==> src/rtl/txsym_pkg.sv <==
package txsym_pkg;

  typedef enum logic [1:0] {
    FR_IDLE = 2'd0,
    FR_K    = 2'd1,
    FR_DATA = 2'd2,
    FR_TAIL = 2'd3
  } fr_state_t;

  localparam logic [4:0] CG_IDLE = 5'b11111;
  localparam logic [4:0] CG_J    = 5'b11000;
  localparam logic [4:0] CG_K    = 5'b10001;
  localparam logic [4:0] CG_T    = 5'b01101;
  localparam logic [4:0] CG_R    = 5'b00111;
  localparam logic [4:0] CG_H    = 5'b00100;

  // Nibble to code group for data slots.
  function automatic logic [4:0] data_group(input logic [3:0] nib);
    logic [4:0] g;
    case (nib)
      4'h0: g = 5'b11110;
      4'h1: g = 5'b01001;
      4'h2: g = 5'b10100;
      4'h3: g = 5'b10101;
      4'h4: g = 5'b01010;
      4'h5: g = 5'b01011;
      4'h6: g = 5'b01110;
      4'h7: g = 5'b01111;
      4'h8: g = 5'b10010;
      4'h9: g = 5'b10011;
      4'hA: g = 5'b10110;
      4'hB: g = 5'b10111;
      4'hC: g = 5'b11010;
      4'hD: g = 5'b11011;
      4'hE: g = 5'b11100;
      default: g = 5'b11101;
    endcase
    return g;
  endfunction

endpackage

==> src/rtl/txsym_rst_sync.sv <==
module txsym_rst_sync #(
  parameter int STAGES = 2
) (
  input  logic clk,
  input  logic rst_n,
  output logic rst_sync_n
);
  logic [STAGES-1:0] sr_q;
  logic [STAGES-1:0] sr_d;

  always_comb begin
    sr_d = {sr_q[STAGES-2:0], 1'b1};
  end

  always_ff @(posedge clk or negedge rst_n) begin
    if (!rst_n) sr_q <= '0;
    else        sr_q <= sr_d;
  end

  assign rst_sync_n = sr_q[STAGES-1];
endmodule

==> src/rtl/txsym_framer.sv <==
module txsym_framer
  import txsym_pkg::*;
#(
  parameter int NIB_W = 4,
  parameter int CG_W  = 5
) (
  input  logic             clk,
  input  logic             rst_i,
  input  logic [NIB_W-1:0] txd,
  input  logic             tx_en,
  input  logic             tx_er,
  input  logic             byp_enc,
  output logic             nib_tick,
  output logic             ser_bit
);
  localparam int PH_W = $clog2(CG_W);
  localparam logic [PH_W-1:0] PH_LAST = PH_W'(CG_W - 1);

  logic [PH_W-1:0] ph_q, ph_d;
  logic [CG_W-1:0] cg_q, cg_d;
  fr_state_t       st_q, st_d;
  logic            load;
  logic [CG_W-1:0] grp;
  logic [CG_W-1:0] shifted;

  assign load = (ph_q == PH_LAST);

  // Group selection and framing for the slot that starts after this edge.
  always_comb begin
    st_d = st_q;
    grp  = CG_IDLE;
    if (byp_enc) begin
      grp  = {tx_er, txd};
      st_d = FR_IDLE;
    end else begin
      case (st_q)
        FR_IDLE: begin
          if (tx_en) begin
            grp  = CG_J;
            st_d = FR_K;
          end
        end
        FR_K: begin
          grp  = CG_K;
          st_d = FR_DATA;
        end
        FR_DATA: begin
          if (tx_en) grp = tx_er ? CG_H : data_group(txd);
          else begin
            grp  = CG_T;
            st_d = FR_TAIL;
          end
        end
        default: begin
          grp  = CG_R;
          st_d = FR_IDLE;
        end
      endcase
    end
  end

  always_comb begin
    ph_d = load ? '0 : ph_q + 1'b1;
    cg_d = load ? grp : cg_q;
  end

  always_ff @(posedge clk or negedge rst_i) begin
    if (!rst_i) begin
      ph_q <= '0;
      cg_q <= CG_IDLE;
      st_q <= FR_IDLE;
    end else begin
      ph_q <= ph_d;
      if (load) begin
        cg_q <= cg_d;
        st_q <= st_d;
      end
    end
  end

  assign shifted  = cg_q << ph_q;
  assign ser_bit  = shifted[CG_W-1];
  assign nib_tick = load;

  AST_TICK_GAP: assert property (@(posedge clk) disable iff (!rst_i)
    nib_tick |=> !nib_tick) else $error("tick on two cycles in a row");

  AST_K_AFTER_J: assert property (@(posedge clk) disable iff (!rst_i)
    (st_q == FR_K) |-> (cg_q == CG_J)) else $error("K state without J group");

  AST_TAIL_AFTER_T: assert property (@(posedge clk) disable iff (!rst_i)
    (st_q == FR_TAIL) |-> (cg_q == CG_T)) else $error("tail state without T group");
endmodule

==> src/rtl/txsym_scrambler.sv <==
module txsym_scrambler #(
  parameter int LFSR_W = 11,
  parameter int TAP    = 8,
  parameter int ADDR_W = 5
) (
  input  logic              clk,
  input  logic              rst_i,
  input  logic [ADDR_W-1:0] addr,
  input  logic              byp,
  input  logic              bit_i,
  output logic              bit_o
);
  logic [LFSR_W-1:0] s_q, s_d, seed;
  logic              key;

  // Seed: top bit forced high, lower bits repeat the address.
  for (genvar i = 0; i < LFSR_W; i++) begin : g_seed
    if (i == LFSR_W - 1) begin : g_top
      assign seed[i] = 1'b1;
    end else begin : g_addr
      assign seed[i] = addr[i % ADDR_W];
    end
  end

  assign key = s_q[LFSR_W-1] ^ s_q[TAP];

  always_comb begin
    s_d = {s_q[LFSR_W-2:0], key};
  end

  // Seed is loaded synchronously while the internal reset is held.
  always_ff @(posedge clk) begin
    if (!rst_i) s_q <= seed;
    else        s_q <= s_d;
  end

  assign bit_o = byp ? bit_i : (bit_i ^ key);

  AST_LFSR_LIVE: assert property (@(posedge clk) disable iff (!rst_i)
    s_q != '0) else $error("scrambler stuck at zero");
endmodule

==> src/rtl/txsym_line.sv <==
module txsym_line (
  input  logic       clk,
  input  logic       rst_i,
  input  logic       byp_nrzi,
  input  logic       bit_i,
  output logic [1:0] line
);
  logic       lvl_q, lvl_d;
  logic [1:0] idx_q, idx_d;
  logic       step;

  always_comb begin
    lvl_d = byp_nrzi ? bit_i : (lvl_q ^ bit_i);
    step  = (lvl_d != lvl_q);
    idx_d = step ? idx_q + 2'd1 : idx_q;
  end

  always_ff @(posedge clk or negedge rst_i) begin
    if (!rst_i) begin
      lvl_q <= 1'b0;
      idx_q <= 2'd0;
    end else begin
      lvl_q <= lvl_d;
      idx_q <= idx_d;
    end
  end

  // Cycle position 0,1,2,3 -> 0,+1,0,-1.
  always_comb begin
    case (idx_q)
      2'd1:    line = 2'b01;
      2'd3:    line = 2'b11;
      default: line = 2'b00;
    endcase
  end

  AST_LINE_CODE: assert property (@(posedge clk) disable iff (!rst_i)
    line != 2'b10) else $error("illegal line code");

  AST_MLT_STEP: assert property (@(posedge clk) disable iff (!rst_i)
    1'b1 |=> ((line == $past(line)) || ((line == 2'b00) != ($past(line) == 2'b00))))
    else $error("line jumped between nonzero levels");
endmodule

==> src/rtl/txsym_encoder.sv <==
module txsym_encoder #(
  parameter int NIB_W  = 4,
  parameter int CG_W   = 5,
  parameter int LFSR_W = 11,
  parameter int TAP    = 8,
  parameter int ADDR_W = 5
) (
  input  logic              clk,
  input  logic              rst_n,
  input  logic [NIB_W-1:0]  txd,
  input  logic              tx_en,
  input  logic              tx_er,
  input  logic [ADDR_W-1:0] phy_addr,
  input  logic              byp_enc,
  input  logic              byp_scr,
  input  logic              byp_nrzi,
  output logic              nib_tick,
  output logic [1:0]        line
);
  logic rst_i;
  logic raw_bit;
  logic scr_bit;

  txsym_rst_sync #(.STAGES(2)) u_rst (
    .clk        (clk),
    .rst_n      (rst_n),
    .rst_sync_n (rst_i)
  );

  txsym_framer #(.NIB_W(NIB_W), .CG_W(CG_W)) u_framer (
    .clk      (clk),
    .rst_i    (rst_i),
    .txd      (txd),
    .tx_en    (tx_en),
    .tx_er    (tx_er),
    .byp_enc  (byp_enc),
    .nib_tick (nib_tick),
    .ser_bit  (raw_bit)
  );

  txsym_scrambler #(.LFSR_W(LFSR_W), .TAP(TAP), .ADDR_W(ADDR_W)) u_scr (
    .clk   (clk),
    .rst_i (rst_i),
    .addr  (phy_addr),
    .byp   (byp_scr),
    .bit_i (raw_bit),
    .bit_o (scr_bit)
  );

  txsym_line u_line (
    .clk      (clk),
    .rst_i    (rst_i),
    .byp_nrzi (byp_nrzi),
    .bit_i    (scr_bit),
    .line     (line)
  );

  AST_RESET_QUIET: assert property (@(posedge clk)
    !rst_i |-> (line == 2'b00 && !nib_tick)) else $error("activity in reset");
endmodule

==> config.mk <==
export PLATFORM = sky130hd
export DESIGN_NAME = txsym_encoder
export DESIGN_NICKNAME = d
export VERILOG_FILES = /design/src/rtl/txsym_pkg.sv /design/src/rtl/txsym_rst_sync.sv /design/src/rtl/txsym_framer.sv /design/src/rtl/txsym_scrambler.sv /design/src/rtl/txsym_line.sv /design/src/rtl/txsym_encoder.sv
export SDC_FILE = /design/constraint.sdc
export NUM_CORES = 1
export LEC_CHECK = 0
export BUFFER_PORTS_ARGS = -buffer_cell sky130_fd_sc_hd__buf_2
export CORE_MARGIN = 2
export CORE_UTILIZATION = 55
export DETAILED_ROUTE_END_ITERATION = 7
export GPL_ROUTABILITY_DRIVEN = 1
export GPL_TIMING_DRIVEN = 0
export PLACE_DENSITY = 0.85
export SYNTH_ARGS = -nofsm -noshare
export SYNTH_HDL_FRONTEND = slang
export SYNTH_SLANG_ARGS = --single-unit
==> constraint.sdc <==
create_clock -name clk -period 1.4 [get_ports clk]
set_input_delay 0.28 -clock clk [delete_from_list [all_inputs] [get_ports clk]]
set_output_delay 0.28 -clock clk [all_outputs]
set_load 0.05 [all_outputs]
==> impl_metrics.tcl, run 1 <==
set metrics [dict create \
    gr-usage-all-layers_pct 24.8 \
    ys.flop_type "dfxtp_1" \
    hold_path_class "in2reg" \
    syn_avg_cell_area_um2 9.34 \
    clock-root-buffer "clkbuf_4" \
    ys_warn_count 0 \
    postSynth.asyncResetShare_pct 57.7 \
    antenna_left 0 \
    cts_sinks 26 \
    power-per-cell-area_mw_per_mm2 1800 \
    final_cells 205 \
    ir_drop_mv 1.62 \
    crit_chain "ha_2 -> or2_4 -> buf_8" \
    synth_nets 160 \
    arrival_ns 1.36 \
    via_count 1185 \
    fin_hold_ws_ns 0.140 \
    cts_buffers 3 \
    drc 0 \
    cp_top_family "flip-flops" \
    power_mw 3.30 \
    reg2reg_slack_ns -0.12 \
    top_layer "met4" \
    grt_pass1_wl_um 4770 \
    crit_path_max_incr_delay_ns 0.43 \
    wl_per_cell_um 18.0 \
    dpl_worst_slack_ns -0.176 \
    drive_above_1_share_pct 50.3 \
    io_buffers 18 \
    startpoint_type "flip-flop" \
    synth_edf_count 0 \
    synth_seq_cells 26 \
    syn_inst 136 \
    max-cap-violations 0 \
    crit_required_ns 1.12 \
    cp_num_buf_inv 1 \
    rsz0062_at_grt "yes" \
    die_h_um 52.1 \
    p_leak_nw 0.855 \
    nets 202 \
    worst-setup-path-type "reg2out" \
    hpwl_um 1600 \
    wl_met2_um 2030 \
    drtIter0Drc 40 \
    grt_pass1_vias 1057 \
    drv_slew 0 \
    synthesis.area_mm2 0.00127 \
    antenna_found_initial 0 \
    endpoint_kind "primary output" \
    grt_start_max_net_pins 21 \
    setup-violations-final 12 \
    fmax_mhz 611 \
    post-route-util_pct 83.8 \
    clk_pin_slew_ns 0.15 \
    dieArea_mm2 0.00271 \
    synth_cell_types 35 \
    crit_fanout 2 \
    h-tree-depth 1 \
    n_antenna_cell 0 \
    drtPass1Iterations 4 \
    fin_crit_sh_pct 117 \
    clk_latency_ns 0.34 \
    period_minus_slack_ns 1.64 \
    rows 17 \
    top_level_ports 19 \
    m1WireLength_um 1280 \
    cp_slowest_cell "dfrtp_1" \
    ys_seq_area_share_pct 47.4 \
    worst_slack_ns -0.238 \
    die_w_um 52.1 \
    routed-wl-met3_um 195 \
    violations "negative setup slack" \
    fp.coreArea_mm2 0.00219 \
    drt-total-wl_um 3690 \
    dp_cells 182 \
    grt_remaining_overflow 0 \
    start_util_pct 58.0 \
    area_growth_syn_to_layout_pct 44.5 \
    place.gp.congestion 0.828 \
    viasPerCell 5.78 \
    fillers 100 \
    cts_buffer_depth 2 \
    cts_tree "yes" \
    status "complete, but fails checks" \
    hold_viol 0 \
    fin_worst_skew_ns 0.0102 \
]
flip-flops by register name, indices dropped and copies added (netlist names):
register and cells:
u_line.lvl_q 1, u_rst.sr_q 2, u_scr.s_q 11, u_line.idx_q 2, u_framer.st_q 2, u_framer.ph_q 3, u_framer.cg_q 5
worst reg2reg max path, stage by stage, from the launching register on:
cell and delay (ns):
dfrtp_1 0.45, inv_2 0.13, ha_4 0.17, nand2_4 0.06, or2_4 0.25, a311oi_2 0.18, o22ai_1 0.10, o21ai_1 0.13
layout make-up:
type                       instances  area [um^2]  share of cell area, %
buffer                             2         8.76                  0.477
clock buffer                       3         22.5                   1.23
clock inverter                     1         30.0                   1.64
inverter                          10         45.0                   2.45
multi-input combinational         98          801                   43.6
sequential                        26          609                   33.2
tap                               28         35.0                   1.91
timing repair buffer              37          284                   15.5
path summary, 6_finish.rpt:
| check | start | endpoint | depth (start not counted) |
|---|---|---|---|
| max | u_line.idx_q[1]$_DFFE_PN0P_ | line[0] | 3 |
| min | phy_addr[3] | u_scr.s_q[8]$_DFF_P_ | 3 |
| max reg2reg | u_framer.st_q[0]$_DFFE_PN0P_ | u_framer.cg_q[1]$_DFFE_PN1P_ | 7 |
| min reg2reg | u_rst.sr_q[1]$_DFF_PN0_ | u_framer.ph_q[0]$_DFF_PN0_ | 0 |
| max in group asynchronous | u_rst.sr_q[1]$_DFF_PN0_ | u_framer.cg_q[2]$_DFFE_PN1P_ | 0 |
| min in group asynchronous | u_rst.sr_q[1]$_DFF_PN0_ | u_framer.ph_q[0]$_DFF_PN0_ | 0 |
layer usage:
metal	track usage [%]	up-vias
li1	-	533
met2	44.3	57
met5	0	-
met3	5.46	20
met1	28.8	575
met4	9.21	0
through the flow:
step	TNS, ns	cell area [um^2]
finish	-1.06	1840
detailed placement	-1.04	1400
global placement	-0.469	1400
floorplan	0	1280
global route	-1.60	1840
CTS	-0.517	1640
where the power goes:
part	internal, mW	leakage, nW	switching (mW)
Clock	0.290	0.0279	0.240
Combinational	0.848	0.569	0.836
Sequential	0.944	0.258	0.140
Total	2.08	0.855	1.22
repair_timing:
item | 4_1_cts | 5_1_grt
setup buffers | 13 | 6
endpoints found under the hold margin | 2 | 0
hold buffers | 1 | 0
pin swaps | 14 | 20
setup endpoints to repair | 20 | 20
gates resized for setup | 31 | 39
gates cloned | 0 | 0
cells by family after synthesis:
family	synth area share, %
compound gates	13.5
mux	4.14
flops	47.4
fa+ha+maj	7.88
xor+xnor	5.42
simple gates	17.8
buf+inv	3.55
other cells	0.295
cell usage after synthesis, types with 2 or more instances:
cell type	count	area share, %
inv_1	10	3.0
mux2_2	2	1.8
nor3_1	2	0.79
nand2_1	23	6.8
xnor2_1	4	2.8
nor2_1	10	3.0
nand2b_1	7	3.4
a22oi_1	2	1.2
o21ai_1	2	0.79
o22ai_1	3	1.5
a21oi_1	5	2.0
dfrtp_1	10	20
xor2_1	2	1.4
o21ai_0	9	3.5
ha_1	8	7.9
mux2i_1	3	2.4
dfxtp_1	11	17
clkbuf_1	2	0.59
dfstp_2	5	10
placed cells by master (no fill, tap or decap), types with 3 or more instances in the layout:
cell type / Yosys / routed
nand2_1: 23 / 21
buf_2: 0 / 15
buf_4: 0 / 13
dfxtp_1: 11 / 11
nor2_1: 10 / 7
nand2b_1: 7 / 7
dfrtp_1: 10 / 6
ha_4: 0 / 5
buf_6: 0 / 5
dfstp_2: 5 / 5
inv_2: 0 / 4
a21oi_1: 5 / 4
o21ai_2: 1 / 4
o21ai_1: 2 / 4
inv_4: 0 / 3
xnor2_2: 1 / 3
o22ai_1: 3 / 3
inv_1: 10 / 3
clkbuf_4: 0 / 3
buf_8: 0 / 3
dfrtp_2: 0 / 3
Power figures use the tool's default switching activity.
==> run 2: changes to the inputs <==
--- a/config.mk
+++ b/config.mk
@@ -12,6 +12,8 @@
 export GPL_ROUTABILITY_DRIVEN = 1
 export GPL_TIMING_DRIVEN = 0
 export PLACE_DENSITY = 0.85
+export SKIP_CTS_REPAIR_TIMING = 1
 export SYNTH_ARGS = -nofsm -noshare
 export SYNTH_HDL_FRONTEND = slang
+export SYNTH_HIERARCHICAL = 1
 export SYNTH_SLANG_ARGS = --single-unit
==> run 2 against run 1 <==
  * The run still ends with negative setup slack left
  * Die area up 4.6%
  * Register-to-register slack worse by 0.40 ns
  * Clock-buffer cell count is 1 higher
  * Clock skew grew 0.011 ns
  * Synthesized cell count fell by 1.5%
  * Global-route usage is 4.6 points lower
  * Flip-flop and latch count stayed put
  * Cell count down 6.3%
  * Combinational power fell by 32%
  * Setup slack worse by 0.29 ns
  * Synthesized area grew 5.0%
  * First-iteration DRC count down 38%
  * Critical endpoint is now u_line/idx_q[1]$_DFFE_PN0P_
==> impl_metrics.tcl, run 2 <==
set metrics [dict create \
    drtPass1Iterations 4 \
    wl_per_cell_um 14.0 \
    io_buffers 17 \
    antenna_left 0 \
    cp_top_family "multiplexers" \
    cp_slowest_cell "mux4_2" \
    die_w_um 53.2 \
    p_sw_mw 0.916 \
    max-cap-violations 0 \
    start_util_pct 59.2 \
    ys_warn_count 6 \
    gr-usage-all-layers_pct 20.2 \
    drive_above_1_share_pct 39.6 \
    drc 0 \
    clockPowerShare_pct 12.6 \
    top_level_ports 19 \
    synth.most_common_cell "nand2_1" \
    endpoint_kind "flip-flop" \
    crit_required_ns 1.66 \
    grt_pass1_vias 937 \
    fin_worst_skew_ns 0.0211 \
    h-tree-depth 1 \
    die_h_um 53.2 \
    crit-reg2reg-launch "u_framer/ph_q[0]$_DFF_PN0_" \
    n_antenna_cell 0 \
    setup-violations-final 8 \
    p_leak_nw 0.771 \
    fin_hold_ws_ns 0.168 \
    largest_reg_flops 11 \
    hold_viol 0 \
    ys_seq_area_share_pct 45.1 \
    nets 189 \
    drtIter0Drc 25 \
    largest_register "u_scr/s_q" \
    synth_area_leaders "dfrtp_1 (19%), dfxtp_1 (17%), dfstp_2 (9.8%)" \
    area_growth_syn_to_layout_pct 25.9 \
    cts_tree "yes" \
    worst_slack_ns -0.524 \
    holdPathStages 2 \
    grt_start_max_net_pins 21 \
    clk_latency_ns 0.33 \
    final_common_cell "nand2_1" \
    grt_remaining_overflow 0 \
    reg2reg_slack_ns -0.52 \
    cts_sinks 26 \
    postSynth.asyncResetShare_pct 57.7 \
    swShare_pct 36.3 \
    worst-setup-path-type "reg2reg" \
    dieArea_mm2 0.00284 \
    syn_avg_cell_area_um2 9.95 \
    hold_path_end "u_framer/st_q[1]$_DFFE_PN0P_" \
    crit_path_max_incr_delay_ns 0.52 \
    crit_chain "mux4_2 -> inv_2 -> o32ai_4 -> xor2_2 -> xor2_2 -> mux2i_1" \
    crit_fanout 5 \
    final_cell_mix "nand2_1 (22), buf_2 (14), nor2_1 (11), dfxtp_1 (11)" \
    synth_nets 158 \
    yosysTopAreaCell "dfrtp_1" \
    viasPerCell 5.36 \
    clk_pin_slew_ns 0.14 \
    power-per-cell-area_mw_per_mm2 1500 \
    place.gp.congestion 0.843 \
    reg2reg_depth 6 \
    synth_commonest_cells "nand2_1 (22), dfxtp_1 (11), nor2_1 (11), dfrtp_1 (10), inv_1 (9)" \
    seq_power_share_pct 42.2 \
    syn_inst 134 \
    hold_path_class "in2reg" \
    violations "negative setup slack" \
    internal-power_mw 1.61 \
    rr_endpoint "u_line/idx_q[1]$_DFFE_PN0P_" \
    synthesis.area_mm2 0.00133 \
    antenna_found_initial 0 \
    reg_top3 "u_scr/s_q (11), u_framer/cg_q (5), u_framer/ph_q (3)" \
    cts_buffer_depth 2 \
    rsz0062_at_grt "yes" \
    clock-root-buffer "clkbuf_4" \
    startpoint_type "flip-flop" \
    status "complete, but fails checks" \
    crit_path_frequent_cell "xor2_2" \
    hpwl_um 1780 \
    fin_crit_sh_pct 137 \
    synth_seq_cells 26 \
    synth_top_area_share_pct 18.8 \
    ys.flop_type "dfxtp_1" \
    arrival_ns 2.18 \
    fp.coreArea_mm2 0.00225 \
    synth_cell_types 40 \
    drv_slew 0 \
    period_minus_slack_ns 1.92 \
    combPwrFrac_pct 45.2 \
    fmax_mhz 520 \
    dpl_worst_slack_ns -0.499 \
    ir_drop_mv 1.26 \
    rows 17 \
    hold_path_startpoint "byp_enc" \
    via_count 1029 \
    drt-total-wl_um 2690 \
    cp_num_buf_inv 1 \
    synth_edf_count 0 \
    cts_buffers 3 \
    grt_pass1_wl_um 4040 \
]
==> run 2: power groups by stage <==
stage | registers [mW] | logic, mW | clock network (mW)
after global routing | 1.08 | 1.22 | 0.370
final | 1.06 | 1.14 | 0.318
after detailed placement | 1.06 | 0.836 | 0
after global placement | 1.05 | 0.802 | 0
after CTS | 1.04 | 0.839 | 0.332
after floorplan | 1.03 | 0.697 | 0
==> run 2: kinds of logic after synthesis <==
logic type / after synthesis / synth area share (%)
other: 1 / 0.281
buffers and inverters: 13 / 6.19
AO/OA/AOI/OAI: 25 / 13.9
AND/OR/NAND/NOR: 51 / 18.4
adder cells (fa/ha/maj): 8 / 7.50
flip-flops: 26 / 45.1
multiplexers: 4 / 4.13
XOR/XNOR: 6 / 4.50
==> run 2: layout make-up <==
class	count	area (um^2)
Clock buffer	4	26.3
Tap cell	28	35.0
Timing Repair Buffer	26	185
Buffer	3	42.5
Multi-Input combinational cell	95	744
Inverter	10	40.0
Fill cell	171	576
Sequential cell	26	606
==> run 2: worst max-delay path by stage <==
stage	from	to	slack (ns)	cells after the start
after global placement	u_framer/ph_q[0]$_DFF_PN0_	u_line/idx_q[1]$_DFFE_PN0P_	-0.46	6
after floorplan	u_framer/ph_q[0]$_DFF_PN0_	u_line/idx_q[1]$_DFFE_PN0P_	-0.37	6
after global routing	u_framer/ph_q[0]$_DFF_PN0_	u_line/idx_q[1]$_DFFE_PN0P_	-0.61	6
after detailed placement	u_framer/ph_q[0]$_DFF_PN0_	u_line/idx_q[1]$_DFFE_PN0P_	-0.50	6
final	u_framer/ph_q[0]$_DFF_PN0_	u_line/idx_q[1]$_DFFE_PN0P_	-0.52	6
after CTS	u_framer/ph_q[0]$_DFF_PN0_	nib_tick	-0.56	6
==> run 2: metrics by stage <==
stage,power (mW),instances,utilization (%),setup TNS [ns],instance area [um^2]
after CTS,2.21,183,65.9,-2.51,1490
after floorplan,1.72,134,-,-0.807,1340
after detailed placement,1.90,179,64.7,-1.46,1460
final,2.52,192,74.5,-2.02,1680
after global placement,1.85,179,64.7,-1.23,1460
after global routing,2.68,192,74.5,-2.70,1680
==> run 2: worst register-to-register path: cells and delay by family, from the launching register on <==
kind	cells	cell delay (ns)
compound gates	1	0.10
xor+xnor	2	0.48
flops	1	0.44
buf+inv	1	0.09
mux	2	0.75
==> run 2: layer usage <==
metal  vias up  track usage, %  wire (um)
li1        509               -          -
met1       495            24.4       1120
met2        21            33.7       1430
met3         4            5.08         93
met4         0            8.97         48
met5         -               0          0
==> run 3: changes to the inputs <==
--- a/config.mk
+++ b/config.mk
@@ -5,6 +5,7 @@
 export SDC_FILE = /design/constraint.sdc
 export NUM_CORES = 1
 export LEC_CHECK = 0
+export ABC_AREA = 1
 export BUFFER_PORTS_ARGS = -buffer_cell sky130_fd_sc_hd__buf_2
 export CORE_MARGIN = 2
 export CORE_UTILIZATION = 55
==> run 3 against run 2 <==
  * The flow still finishes with violations (negative setup slack)
  * First-iteration DRC count rose by 24%
  * Clock skew is 0.015 ns lower
  * Non-clock buffer count down 4
  * Cell count rose by 20%
  * Critical path depth down 3
  * Sequential share of layout area shrank 0.37 points
  * Largest power group is now registers
==> impl_metrics.tcl, run 3 <==
set metrics [dict create \
    dieArea_mm2 0.00285 \
    nets 228 \
    io_buffers 18 \
    period_minus_slack_ns 1.69 \
    via_count 1190 \
    final_common_cell "nand2_1" \
    cts_buffer_depth 2 \
    top_level_ports 19 \
    fin_tns_setup_ns -1.35 \
    ff_latch_area_um2 604 \
    synth_seq_cells 26 \
    viasPerCell 5.15 \
    drv_slew 0 \
    rows 17 \
    antenna_found_initial 0 \
    fmax_mhz 590 \
    drt-total-wl_um 2720 \
    die_h_um 53.4 \
    drtPass1Iterations 5 \
    crit_chain "ha_1 -> or2_4 -> buf_4" \
    ir_drop_mv 1.46 \
    crit-reg2reg-launch "u_framer/ph_q[0]$_DFF_PN0_" \
    crit_required_ns 1.12 \
    postPlaceCellArea_mm2 0.00147 \
    die_w_um 53.4 \
    power_mw 2.60 \
    largest_reg_flops 11 \
    n_antenna_cell 0 \
    synth_edf_count 0 \
    final_cell_mix "nand2_1 (49), nor2_1 (17), inv_1 (16), buf_2 (15), dfxtp_1 (11)" \
    reg_top3 "u_scr/s_q (11), u_framer/cg_q (5), u_framer/ph_q (3)" \
    synth_area_leaders "dfrtp_1 (19%), dfxtp_1 (16%), nand2_1 (15%)" \
    rsz0062_at_grt "yes" \
    syn_inst 175 \
    cts_tree "yes" \
    synth_cell_types 28 \
    area_growth_syn_to_layout_pct 26.3 \
    fp.coreArea_mm2 0.00225 \
    max-cap-violations 0 \
    setup-violations-final 6 \
    drtIter0Drc 31 \
    crit_path_max_incr_delay_ns 0.46 \
    power-per-cell-area_mw_per_mm2 1540 \
    crit_fanout 4 \
    ys_seq_area_share_pct 44.9 \
    violations "negative setup slack" \
    fillers 164 \
    drc 0 \
    ys_warn_count 6 \
    wl_per_cell_um 11.8 \
    clk_pin_slew_ns 0.15 \
    multiInputGateArea_um2 729 \
    ys.flop_type "dfxtp_1" \
    dpl_worst_slack_ns -0.284 \
    postSynth.asyncResetShare_pct 57.7 \
    worst_slack_ns -0.295 \
    place.gp.congestion 0.900 \
    final_area_mm2 0.00169 \
    hold_path_class "in2reg" \
    gr-usage-all-layers_pct 20.8 \
    cts_buffers 3 \
    grt_pass1_wl_um 4460 \
    yosysTopAreaCell "dfrtp_1" \
    synth_top_area_share_pct 18.7 \
    hpwl_um 1910 \
    synth_commonest_cells "nand2_1 (54), inv_1 (21), nor2_1 (18), nand3_1 (13), dfxtp_1 (11)" \
    synth_nets 199 \
    arrival_ns 1.41 \
    fin_worst_skew_ns 0.00583 \
    drive_above_1_share_pct 33.0 \
    h-tree-depth 1 \
    largest_register "u_scr/s_q" \
    cp-startpoint "u_line/idx_q[0]$_DFFE_PN0P_" \
    status "complete, but fails checks" \
    worst-setup-path-type "reg2out" \
    p_leak_nw 0.868 \
    grt_pass1_vias 1120 \
    syn_avg_cell_area_um2 7.66 \
    grt_start_max_net_pins 16 \
    clock-root-buffer "clkbuf_4" \
    fin_crit_sh_pct 121 \
    endpoint_kind "primary output" \
    cts_sinks 26 \
    synthesis.area_mm2 0.00134 \
    antenna_left 0 \
    clk_latency_ns 0.32 \
    start_util_pct 59.4 \
    cp_slowest_cell "dfrtp_1" \
    hold_path_startpoint "phy_addr[2]" \
    grt_remaining_overflow 0 \
    startpoint_type "flip-flop" \
    hold_viol 0 \
    synth.most_common_cell "nand2_1" \
]
[run 3: changes by cell type in the layout (fill, tap and decap cells not counted), moves of 5 or more]
cell	change
nand2b_1	-7
nand3_1	+10
o21ai_1	+5
nand2_1	+27
nand2_2	+6
inv_1	+10
nor2_1	+6
a21oi_1	-5
[run 3: worst paths after layout]
kind / to / slack [ns] / cells after the start
worst max register to register: u_line/idx_q[0]$_DFFE_PN0P_ / -0.26 / 15
worst min register to register: u_line/lvl_q$_DFF_PN0_ / 0.17 / 0
max in group asynchronous: u_framer/cg_q[2]$_DFFE_PN1P_ / 0.94 / 0
worst max-delay path: line[0] / -0.29 / 3
min in group asynchronous: u_line/lvl_q$_DFF_PN0_ / 0.17 / 0
worst min-delay path: u_scr/s_q[7]$_DFF_P_ / 0.16 / 3
[run 3: logic make-up after synthesis]
family,count (synthesis),synth area share [%]
AOI/OAI and AO/OA,20,8.68
xor gates and xnor gates,1,0.654
adders and majority gates,8,7.47
buffers and inverters,25,8.12
DFF,26,44.9
other,1,0.280
and+or+nand+nor,94,29.9
[run 3: area by class of cell]
class | instances | area share [%]
Inverter | 24 | 5.91
Tap cell | 28 | 2.07
Sequential cell | 26 | 35.7
Clock inverter | 1 | 1.77
Clock buffer | 3 | 1.33
Timing Repair Buffer | 24 | 9.46
Multi-Input combinational cell | 124 | 43.1
Buffer | 1 | 0.665
[run 3: critical path: cells and delay by family (launching register included)]
kind                       cells  cell delay [ns]
buffers and inverters          1             0.18
and+or+nand+nor                1             0.22
adders and majority gates      1             0.24
DFF                            1             0.46
[run 3: per-layer routing]
layer	GRT usage, %	share of wire (%)
met2	37.4	52
met4	4.27	0.77
met1	25.7	44
met3	3.39	2.6
met5	0	0
[run 3: through the flow]
| stage | cells | utilization, % | hold slack [ns] |
|---|---|---|---|
| 6_report | 231 | 75.1 | 0.160 |
| 5_1_grt | 231 | 75.1 | 0.146 |
| 4_1_cts | 225 | 67.4 | -0.298 |
| 3_5_place_dp | 221 | 65.1 | 0.0684 |
| 3_3_place_gp | 221 | 65.1 | 0.0661 |
| 2_1_floorplan | 175 | - | -0.0156 |
[run 3: report_power, final]
part | leakage [nW] | switching [mW] | total, mW | internal [mW]
combinational | 0.580 | 0.606 | 1.02 | 0.417
sequential | 0.261 | 0.131 | 1.07 | 0.936
clock | 0.0279 | 0.223 | 0.513 | 0.289
total | 0.868 | 0.960 | 2.60 | 1.64
